**src/rtl/rc_pkg.sv**
```systemverilog
package rc_pkg;
  typedef enum logic [1:0] {
    RC_IDLE    = 2'd0,
    RC_COLLECT = 2'd1,
    RC_DONE    = 2'd2
  } rc_state_e;
endpackage

```
**src/rtl/rc_ctrl.sv**
```systemverilog
module rc_ctrl #(
  parameter int NUM_CORES = 8,
  localparam int CNT_W = (NUM_CORES > 2) ? $clog2(NUM_CORES) : 1
) (
  input  logic             clk,
  input  logic             rst_n,
  input  logic             req_valid,
  input  logic [CNT_W-1:0] req_count,
  input  logic             rsp_valid,
  input  logic             out_ready,
  output logic             req_ready,
  output logic             start_clr,
  output logic             rsp_take,
  output logic             out_valid
);
  import rc_pkg::*;

  rc_state_e        state_q, state_d;
  logic [CNT_W-1:0] seen_q;
  logic [CNT_W-1:0] want_q;
  logic             last_rsp;
  logic             out_fire;

  assign req_ready = (state_q == RC_IDLE);
  assign out_valid = (state_q == RC_DONE);
  assign start_clr = req_ready && req_valid;
  assign rsp_take  = (state_q == RC_COLLECT) && rsp_valid;
  assign out_fire  = out_valid && out_ready;
  assign last_rsp  = rsp_take && (({1'b0, seen_q} + 1'b1) == {1'b0, want_q});

  always_comb begin
    state_d = state_q;
    case (state_q)
      RC_IDLE:    if (start_clr) state_d = (req_count == '0) ? RC_DONE : RC_COLLECT;
      RC_COLLECT: if (last_rsp)  state_d = RC_DONE;
      RC_DONE:    if (out_fire)  state_d = RC_IDLE;
      default:                   state_d = RC_IDLE;
    endcase
  end

  always_ff @(posedge clk) begin
    if (!rst_n) begin
      state_q <= RC_IDLE;
      seen_q  <= '0;
      want_q  <= '0;
    end else begin
      state_q <= state_d;
      if (start_clr) begin
        seen_q <= '0;
        want_q <= req_count;
      end else if (rsp_take) begin
        seen_q <= seen_q + 1'b1;
      end
    end
  end


  req_count_range_chk: assert property (@(posedge clk) disable iff (!rst_n)
    start_clr |-> (int'(req_count) <= NUM_CORES - 1));


  seen_below_want_chk: assert property (@(posedge clk) disable iff (!rst_n)
    (state_q == RC_COLLECT) |-> (seen_q < want_q));


  busy_blocks_req_chk: assert property (@(posedge clk) disable iff (!rst_n)
    (rsp_take || (out_valid && !out_ready)) |=> !req_ready);


  release_chk: assert property (@(posedge clk) disable iff (!rst_n)
    out_fire |=> (req_ready && !out_valid));
endmodule

```
**src/rtl/rc_merge.sv**
```systemverilog
module rc_merge #(
  parameter int WORDS = 4,
  parameter int SP_W  = 16
) (
  input  logic             clk,
  input  logic             rst_n,
  input  logic             start_clr,
  input  logic             rsp_take,
  input  logic [SP_W-1:0]  rsp_sp,
  input  logic [WORDS-1:0] rsp_unsafe,
  output logic [SP_W-1:0]  acc_sp,
  output logic [WORDS-1:0] acc_unsafe,
  output logic             acc_any
);
  // a is later than b when the modular difference is positive as a signed value
  function automatic logic sp_later(input logic [SP_W-1:0] a, input logic [SP_W-1:0] b);
    logic [SP_W-1:0] diff;
    diff = a - b;
    return (diff != '0) && !diff[SP_W-1];
  endfunction

  logic rsp_keep;
  logic merge_en;
  logic sp_replace;

  assign rsp_keep   = |rsp_unsafe;
  assign merge_en   = rsp_take && rsp_keep;
  assign sp_replace = !acc_any || sp_later(rsp_sp, acc_sp);

  for (genvar m = 0; m < WORDS; m++) begin : g_lane
    always_ff @(posedge clk) begin
      if (!rst_n)         acc_unsafe[m] <= 1'b0;
      else if (start_clr) acc_unsafe[m] <= 1'b0;
      else if (merge_en)  acc_unsafe[m] <= acc_unsafe[m] | rsp_unsafe[m];
    end
  end

  always_ff @(posedge clk) begin
    if (!rst_n) begin
      acc_sp  <= '0;
      acc_any <= 1'b0;
    end else if (start_clr) begin
      acc_sp  <= '0;
      acc_any <= 1'b0;
    end else if (merge_en) begin
      acc_any <= 1'b1;
      if (sp_replace) acc_sp <= rsp_sp;
    end
  end


  drop_no_effect_chk: assert property (@(posedge clk) disable iff (!rst_n)
    (rsp_take && !rsp_keep && !start_clr) |=> ($stable(acc_sp) && $stable(acc_unsafe)));


  unsafe_superset_chk: assert property (@(posedge clk) disable iff (!rst_n)
    merge_en |=> ((acc_unsafe & $past(rsp_unsafe)) == $past(rsp_unsafe)));


  sp_not_earlier_chk: assert property (@(posedge clk) disable iff (!rst_n)
    merge_en |=> !sp_later($past(rsp_sp), acc_sp));


  empty_is_zero_chk: assert property (@(posedge clk) disable iff (!rst_n)
    !acc_any |-> (acc_sp == '0 && acc_unsafe == '0));
endmodule

```
**src/rtl/reply_combiner.sv**
```systemverilog
module reply_combiner #(
  parameter int NUM_CORES = 8,
  parameter int WORDS     = 4,
  parameter int SP_W      = 16,
  localparam int CNT_W = (NUM_CORES > 2) ? $clog2(NUM_CORES) : 1
) (
  input  logic             clk,
  input  logic             rst_n,
  input  logic             req_valid,
  output logic             req_ready,
  input  logic [CNT_W-1:0] req_count,
  input  logic             rsp_valid,
  input  logic [SP_W-1:0]  rsp_sp,
  input  logic [WORDS-1:0] rsp_unsafe,
  output logic             out_valid,
  input  logic             out_ready,
  output logic [SP_W-1:0]  out_sp,
  output logic [WORDS-1:0] out_unsafe
);
  logic start_clr;
  logic rsp_take;
  logic acc_any;

  rc_ctrl #(.NUM_CORES(NUM_CORES)) u_ctrl (
    .clk       (clk),
    .rst_n     (rst_n),
    .req_valid (req_valid),
    .req_count (req_count),
    .rsp_valid (rsp_valid),
    .out_ready (out_ready),
    .req_ready (req_ready),
    .start_clr (start_clr),
    .rsp_take  (rsp_take),
    .out_valid (out_valid)
  );

  rc_merge #(.WORDS(WORDS), .SP_W(SP_W)) u_merge (
    .clk        (clk),
    .rst_n      (rst_n),
    .start_clr  (start_clr),
    .rsp_take   (rsp_take),
    .rsp_sp     (rsp_sp),
    .rsp_unsafe (rsp_unsafe),
    .acc_sp     (out_sp),
    .acc_unsafe (out_unsafe),
    .acc_any    (acc_any)
  );


  reset_state_chk: assert property (@(posedge clk)
    !rst_n |=> (req_ready && !out_valid));


  hold_result_chk: assert property (@(posedge clk) disable iff (!rst_n)
    (out_valid && !out_ready) |=> (out_valid && $stable(out_sp) && $stable(out_unsafe)));


  one_side_chk: assert property (@(posedge clk) disable iff (!rst_n)
    !(req_ready && out_valid));
endmodule

```
**config.mk**
```make
export PLATFORM = sky130hd
export DESIGN_NAME = reply_combiner
export DESIGN_NICKNAME = d
export VERILOG_FILES = /design/src/rtl/rc_pkg.sv /design/src/rtl/rc_ctrl.sv /design/src/rtl/rc_merge.sv /design/src/rtl/reply_combiner.sv
export SDC_FILE = /design/constraint.sdc
export NUM_CORES = 1
export LEC_CHECK = 0
export BUFFER_PORTS_ARGS = -buffer_cell sky130_fd_sc_hd__buf_2
export CAP_MARGIN = 25
export CORE_MARGIN = 4
export CORE_UTILIZATION = 38
export CTS_CLUSTER_SIZE = 12
export DETAILED_ROUTE_END_ITERATION = 16
export GPL_ROUTABILITY_DRIVEN = 0
export PLACE_DENSITY = 0.63
export SETUP_SLACK_MARGIN = 0.02
export SYNTH_ARGS = -nofsm -noshare
export SYNTH_HDL_FRONTEND = slang
export SYNTH_SLANG_ARGS = --single-unit
```
**constraint.sdc**
```tcl
create_clock -name clk -period 4.3 [get_ports clk]
set_input_delay 0.86 -clock clk [delete_from_list [all_inputs] [get_ports clk]]
set_output_delay 0.86 -clock clk [all_outputs]
set_load 0.02 [all_outputs]
```
; ---- After elaboration in Yosys (flattened, before gate mapping)
; Index checks and enable logic that the tools add are counted.
[word_totals]
rom_bits = 0
ramBits = 0
elab_cells = 44
out_inout_bits = 22
mem_count = 0
latchBits = 0
regBits = 29
inputBits = 28
[classes]
add_sub_neg = 3
eq_ne = 6
div_mod_pow = 0
n_mul = 0
n_mux = 5
shifts = 0
bitwise_logic = 5
n_reduce_logical = 16
order_cmp = 0
[op_table]
columns = op, n
row1 = 16-bit nonzero test, 1
row2 = 16-bit subtractor, 1
row3 = 2-bit two-way mux, 4
row4 = 1-bit logical AND, 6
row5 = 2-bit case mux with 3 select lines, 1
row6 = 3-bit by 1-bit adder with 4-bit output (second input constant), 1
row7 = 4-bit by 3-bit equality test with 1-bit output, 1
row8 = 2-bit != test (second input constant), 2
row9 = 1-bit OR, 4
row10 = 4-bit OR reduction, 1
row11 = 3-bit by 1-bit adder with 3-bit output (second input constant), 1
row12 = 3-bit logical NOT, 1
row13 = 3-bit AND reduction, 1
row14 = 2-bit by 1-bit equality test with 1-bit output (second input constant), 1
row15 = 2-bit equality test (second input constant), 1
row16 = 1-bit logical NOT, 2
row17 = 2-bit logical NOT, 1
row18 = 2-bit by 1-bit != test with 1-bit output (second input constant), 1
row19 = 2-bit AND reduction, 1
row20 = 2-bit OR reduction, 1
row21 = 1-bit logical OR, 1
row22 = 1-bit NOT, 1

; ---- Depth between registers and ports, before layout
; Gate-level depths: netlist (run 1).
[depth]
depth_word = 5
depth_mapped = 12
ltp_nobuf = 11

; ---- Cells and area by module
; From an unflattened synthesis (run 1), not the netlist that was laid out.
[hier_totals]
hier_cells = 326
area_unflattened_um2 = 2516.2
[modules_own_cells]
columns = mod, cells_per_inst, seq_area_each_um2, area_per_inst_um2, instances
row1 = rc_merge, 277, 420.4, 2100.8, 1
row2 = rc_ctrl, 49, 160.2, 415.4, 1

; ---- Worst setup path before layout (run 1)
; OpenSTA, ideal clock, no wires.
[synth_path]
path_kind = input to register
from = input rsp_sp[0]
to = register u_merge.acc_sp[10]
setup_time_ns = 0.072
path_slack_ns = 0.897
path_stages = 12
required_ns = 4.228
arrival_ns = 3.332
n_path_buf = 1
cell_sequence = inv_1 > ha_1 > fa_1 > nor2b_4 > o2111ai_1 > a21oi_1 > o31a_1 > mux2i_1 > nor4b_4 > a211oi_4 > buf_6 > mux2i_1
[synth_between]
elab_chain_cells = 5
elab_cells_between_ends = 6
classes_between = add/sub: 1 / reduce/logical: 5
[synth_rtl]
columns = element, line_no
row1 = start: declaration, reply_combiner.sv:13  ; input logic [SP_W-1:0] rsp_sp,
row2 = 16-bit subtractor *, rc_merge.sv:18  ; diff = a - b;
row3 = 16-bit nonzero test / 1-bit logical NOT (equally long branches), rc_merge.sv:19  ; return (diff != '0) && !diff[SP_W-1];
row4 = 1-bit logical AND *, rc_merge.sv:19
row5 = 1-bit logical OR *, rc_merge.sv:28  ; assign sp_replace = !acc_any || sp_later(rsp_sp, acc_sp);
row6 = 2-bit AND reduction (no line) *, --
row7 = end signal: assignment, rc_merge.sv:47  ; if (sp_replace) acc_sp <= rsp_sp;
row8 = end: declaration, rc_merge.sv:11  ; output logic [SP_W-1:0] acc_sp,
; Every way passes the cells marked *; elsewhere a longest branch is shown, timed or not.
; A chain may end at the register's enable or synchronous reset.

; ---- Worst setup path in the final report (run 1)
[layout_path]
from = input rsp_sp[0]
to = register u_merge.acc_sp[8]
; The elaborated chain is that of the path after synthesis.

==> results of run 1 <==
## how the worst max path moves through the flow
stage | from | to | slack, ps | cells after the start
after global placement | rsp_sp[0] | u_merge.acc_sp[5]$_SDFFE_PP0P_ | 550 | 13
after global routing | rsp_sp[0] | u_merge.acc_sp[9]$_SDFFE_PP0P_ | 590 | 13
after floorplan | rsp_sp[0] | u_merge.acc_sp[10]$_SDFFE_PP0P_ | 900 | 12
final | rsp_sp[0] | u_merge.acc_sp[8]$_SDFFE_PP0P_ | 790 | 13
after detailed placement | rsp_sp[0] | u_merge.acc_sp[2]$_SDFFE_PP0P_ | 490 | 13
after CTS | rsp_sp[0] | u_merge.acc_sp[8]$_SDFFE_PP0P_ | 780 | 13
## state kept, by name (all words and copies together), names as in the netlist
register,count
u_ctrl.seen_q,3
u_ctrl.state_q,2
u_ctrl.want_q,3
u_merge.acc_any,1
u_merge.acc_sp,16
u_merge.acc_unsafe,4
## critical path, cell delays in order
cell and delay [ps]:
buf_2 90, inv_1 40, ha_1 210, fa_1 440, nor2b_4 140, o2111ai_1 170
a21oi_1 250, o31a_1 190, mux2i_1 290, nor4b_4 80, a211oi_4 500, buf_4 270
mux2i_1 180
## metrics by stage
stage | hold slack [ps] | std cells | instance area (um^2) | setup slack (ps) | power, mW
detailed placement | 458 | 380 | 2470 | 490 | 0.522
floorplan | 447 | 267 | 2160 | 897 | 0.464
global route | 502 | 388 | 2570 | 593 | 0.820
global placement | 445 | 379 | 2460 | 552 | 0.519
finish | 466 | 388 | 2570 | 792 | 0.766
CTS | 472 | 388 | 2570 | 781 | 0.776
## metal layers
metal	track usage [%]	up-vias	part of all wire, %	wire, um
li1	-	1027	-	-
met1	18.7	878	47	2240
met2	23.5	62	45	2160
met3	3.67	2	7.2	342
met4	2.82	0	0.57	27
met5	0	-	0	0
## placed cells by master, fill, tap and decap left out, types with 2 or more instances in the layout
cell type,count
a21o_1,3
nor3_1,7
a2111oi_0,2
xnor2_1,7
o21a_1,5
ha_1,16
dfxtp_1,29
buf_2,49
nor2_1,14
o2111ai_1,4
nor2b_1,8
buf_4,2
and2_1,3
o21ai_0,4
xor2_1,3
mux2i_1,21
nand2_1,44
nand2b_1,5
nand3_1,4
clkbuf_8,7
or2_2,2
o21ai_1,5
inv_1,21
a31oi_1,4
a21oi_1,16
## logic make-up (layout without fill, tap and decap cells)
logic type	Yosys count	count (layout)	share of synthesized area, %
compound gates	57	57	19.1
xor+xnor	10	10	4.06
fa+ha+maj	17	17	10.2
buf+inv	32	81	6.03
flops	29	29	26.9
mux	21	21	9.74
simple gates	101	101	24.0
## where the power goes
group	total, mW	switching, mW	internal (mW)
Combinational	0.223	0.126	0.0967
Clock	0.250	0.106	0.145
Sequential	0.293	0.0117	0.281
Total	0.766	0.244	0.523
## layout make-up
class,instances,area (um^2)
fillers,557,2930
multi-input cells,206,1450
flip-flops and latches,29,581
repair buffers,52,275
clock buffers,7,96.3
well taps,72,90.1
inverters,21,78.8
clock inverters,1,5.00
==> flow_metrics.tcl, run 1 <==
set metrics [dict create \
    status "finished, final reports clean" \
    synth_edf_count 0 \
    holdCritStartpoint "u_merge.acc_sp[7]$_SDFFE_PP0P_" \
    avgViaCountPerCell 5.07 \
    dieHeight_um 83.3 \
    avgSynthCellArea_um2 8.08 \
    antenna_found_initial 0 \
    detail-route-antenna-nets 0 \
    antenna_cells 0 \
    end_kind "flop" \
    hold_buffers 0 \
    cp_max_fo 7 \
    post-dp-hpwl_mm 3.82 \
    core_area_um2 5510 \
    drv_cap 0 \
    maxSlewHeadroom_pct 60.7 \
    tightest_slew_ps 587 \
    async_reset_ff_share_pct 0 \
    arrival_ps 3710 \
    grt_overflow 0 \
    yosysWarnings 0 \
    r2r_start "u_merge.acc_sp[0]$_SDFFE_PP0P_" \
    fp.dieW_um 83.3 \
    syn-cell-area_um2 2160 \
    htree_levels 2 \
    dr.pass1.iters 4 \
    post-route-period-util_pct 81.6 \
    cts_setup_buffers 0 \
    synth_top_area_share_pct 26.9 \
    r2r_cells 11 \
    num-nets-final 360 \
    cts-root-buf "clkbuf_8" \
    ys_ff_latch 29 \
    tns_ps 0 \
    synth_cell_types 53 \
    grt_max_degree 19 \
    synthCells 267 \
    fin_crit_ps 3510 \
    rows 27 \
    drv_slew 0 \
    p_per_area_nw_per_um2 298 \
    clock-sinks 29 \
    tritoncts "built" \
    yosysSeqAreaShare_pct 26.9 \
    routed_wl_mm 4.77 \
    insertion_delay_ps 280 \
    fin_util_pct 46.8 \
    numCtsBuffers 5 \
    grt_usage_pct 14.2 \
    ys.flop_type "dfxtp_1" \
    irDropWorstVdd_v 0.000143 \
    min_path_type "reg2reg" \
    synth_area_leader_cell "dfxtp_1" \
    setup_viol 0 \
    drive_above_1_share_pct 22.5 \
    post_drt_wl_per_cell_um 12.3 \
    area_growth_pct 19.4 \
    syn_nets 312 \
    critPathKind "in2reg" \
    grt_setup_unrepaired "false" \
    start_util_pct 39.2 \
    synth_area_leaders "dfxtp_1 27%, mux2i_1 9.7%, ha_1 9.3%" \
    fin_worst_skew_ps 8.86 \
    dr.first_iter.drc_count 78 \
    r2r_end "u_merge.acc_sp[8]$_SDFFE_PP0P_" \
    clock_path_buffers 2 \
    grt_pass1_vias 1891 \
    yosysMostFrequentCell "nand2_1" \
    port_buffers 49 \
    start_kind "input port" \
    reg2reg_slack_ps 1170 \
    hold_end "u_merge.acc_sp[7]$_SDFFE_PP0P_" \
    cts_resized 0 \
    die_area_um2 6950 \
    grt_pass1_wl_mm 8.46 \
    final_hold_viol_count 0 \
    max_freq_mhz 285 \
    ios 50 \
    clk_pin_slew_ps 60 \
    cellLeakagePower_nw 1.06 \
    required_ps 4510 \
    num_vias 1969 \
    synth_commonest_cells "44 x nand2_1, 29 x dfxtp_1, 21 x inv_1, 21 x mux2i_1" \
    remaining_drc_errors 0 \
    whs_path_depth 2 \
]
(Power assumes the default switching activity.)
==> run 2: changes to the inputs <==
--- a/config.mk
+++ b/config.mk
@@ -12,7 +12,7 @@
 export CTS_CLUSTER_SIZE = 12
 export DETAILED_ROUTE_END_ITERATION = 16
 export GPL_ROUTABILITY_DRIVEN = 0
-export PLACE_DENSITY = 0.63
+export PLACE_DENSITY = 0.65
 export SETUP_SLACK_MARGIN = 0.02
 export SYNTH_ARGS = -nofsm -noshare
 export SYNTH_HDL_FRONTEND = slang
==> constraint.sdc (replaced) <==
create_clock -name clk -period 3.15 [get_ports clk]
set_input_delay 0.63 -clock clk [delete_from_list [all_inputs] [get_ports clk]]
set_output_delay 0.63 -clock clk [all_outputs]
set_load 0.02 [all_outputs]
==> run 2 against run 1 <==
Against the previous run:
- final cell count rose by 1.5%
- die area is the same
- clock power increased by 20%
- largest cell class unchanged
==> flow_metrics.tcl, run 2 (synthesized netlist as in run 1, its figures left out) <==
set metrics [dict create \
    status "finished, final reports clean" \
    regMostFlops "u_merge.acc_sp" \
    clock-sinks 29 \
    tightest_slew_ps 544 \
    largestRegisters "u_merge.acc_sp: 16 flops, u_merge.acc_unsafe: 4 flops" \
    post-route-period-util_pct 94.3 \
    cp_slowest_cell "fa_2" \
    irDropWorstVdd_v 0.000134 \
    final_hold_viol_count 0 \
    fp.dieW_um 83.3 \
    cts-root-buf "clkbuf_8" \
    numCtsBuffers 5 \
    remaining_drc_errors 0 \
    maxSlewHeadroom_pct 63.6 \
    start_util_pct 39.2 \
    grt_setup_unrepaired "false" \
    required_ps 3360 \
    area_growth_pct 21.1 \
    post-dp-hpwl_mm 3.81 \
    clock_path_buffers 2 \
    dieHeight_um 83.3 \
    routed_wl_mm 4.90 \
    p_per_area_nw_per_um2 389 \
    dr.first_iter.drc_count 67 \
    htree_levels 2 \
    multi_input_area_um2 1460 \
    min_path_type "reg2reg" \
    ios 50 \
    whs_ps 468 \
    detail-route-antenna-nets 0 \
    setup_viol 0 \
    num-nets-final 366 \
    rows 27 \
    grt_pass1_vias 1864 \
    hold_buffers 0 \
    largest_reg_flops 16 \
    most-common-layout-cells "49 x buf_2, 44 x nand2_1, 29 x dfxtp_1" \
    grt_pass1_wl_mm 8.34 \
    max_freq_mhz 337 \
    drv_slew 0 \
    drive_above_1_share_pct 24.2 \
    crit_top_cell "mux2i_1" \
    grt_max_degree 33 \
    avgViaCountPerCell 5.08 \
    crit_family "compound AO/OA/AOI/OAI gates" \
    antenna_cells 0 \
    crit_buf_inv 3 \
    core_area_um2 5510 \
    dr.pass1.iters 4 \
    fillerInstances 548 \
    arrival_ps 3180 \
    clk_pin_slew_ps 60 \
    grt_usage_pct 14.3 \
    post_drt_wl_per_cell_um 12.4 \
    fin_worst_skew_ps 4.00 \
    tritoncts "built" \
    start_kind "input port" \
    finalPower_mw 1.02 \
    crit_chain "buf_2, inv_1, ha_1, fa_2, nor2b_4, o2111ai_1, a21oi_2, o31a_1, mux2i_1, nor4b_4, a211oi_4, buf_12, mux2i_1" \
    grt_overflow 0 \
    insertion_delay_ps 280 \
    num_vias 2001 \
    critPathKind "in2reg" \
    register_area_um2 581 \
    cellLeakagePower_nw 1.07 \
    die_area_um2 6950 \
    port_buffers 49 \
    final_common_cell "buf_2" \
    critPathMaxStageDelay_ps 380 \
    cp_max_fo 16 \
    drv_cap 0 \
    end_kind "flop" \
    antenna_found_initial 0 \
    fin_crit_ps 2970 \
]
==> run 2: cell type report <==
cell class	instances	area share, %
clock inverters	2	0.383
repair buffers	58	12.5
multi-input cells	206	55.7
inverters	21	3.02
flip-flops and latches	29	22.2
well taps	72	3.45
clock buffers	6	2.78
==> run 2: per-stage QoR <==
step	setup slack [ps]	instance area, um^2	cells	utilization [%]	TNS [ps]
final	179	2610	394	47.4	0
after global routing	6.90	2610	394	47.4	0
after CTS	183	2610	394	47.4	0
after detailed placement	-106	2530	386	45.9	-1330
after global placement	7.87	2530	386	45.9	0
after floorplan	32.5	2160	267	-	0
==> run 2: power breakdown <==
group,internal (mW),total [mW],leakage (nW),switching [mW]
Clock,0.153,0.300,0.0450,0.147
Combinational,0.140,0.317,0.794,0.177
Sequential,0.384,0.400,0.235,0.0159
Total,0.677,1.02,1.07,0.340
==> run 2: path summary, 6_finish.rpt <==
check / startpoint / endpoint / slack [ps] / cells past startpoint
hold / removal: u_merge.acc_unsafe[0]$_SDFFE_PP0P_ / u_merge.acc_unsafe[0]$_SDFFE_PP0P_ / 470 / 2
setup reg to reg: u_merge.acc_sp[1]$_SDFFE_PP0P_ / u_merge.acc_sp[1]$_SDFFE_PP0P_ / 340 / 12
hold reg to reg: u_merge.acc_unsafe[0]$_SDFFE_PP0P_ / u_merge.acc_unsafe[0]$_SDFFE_PP0P_ / 470 / 2
setup / recovery: rsp_sp[0] / u_merge.acc_sp[1]$_SDFFE_PP0P_ / 180 / 13
==> run 2: routing by layer <==
metal | GRT usage, % | wire (um)
met1 | 19.3 | 2350
met2 | 22.2 | 2150
met3 | 2.98 | 316
met4 | 5.50 | 82
met5 | 0 | 0
==> run 2: timing repair <==
item / in CTS / in global routing
gates resized for setup: 0 / 1
setup endpoints to repair: 0 / 1
setup buffers: 0 / 0
==> run 2: worst min-delay path, cell delays in order (launching register included) <==
cell and delay [ps]:
dfxtp_1 320, a21oi_1 40, nor2_1 70
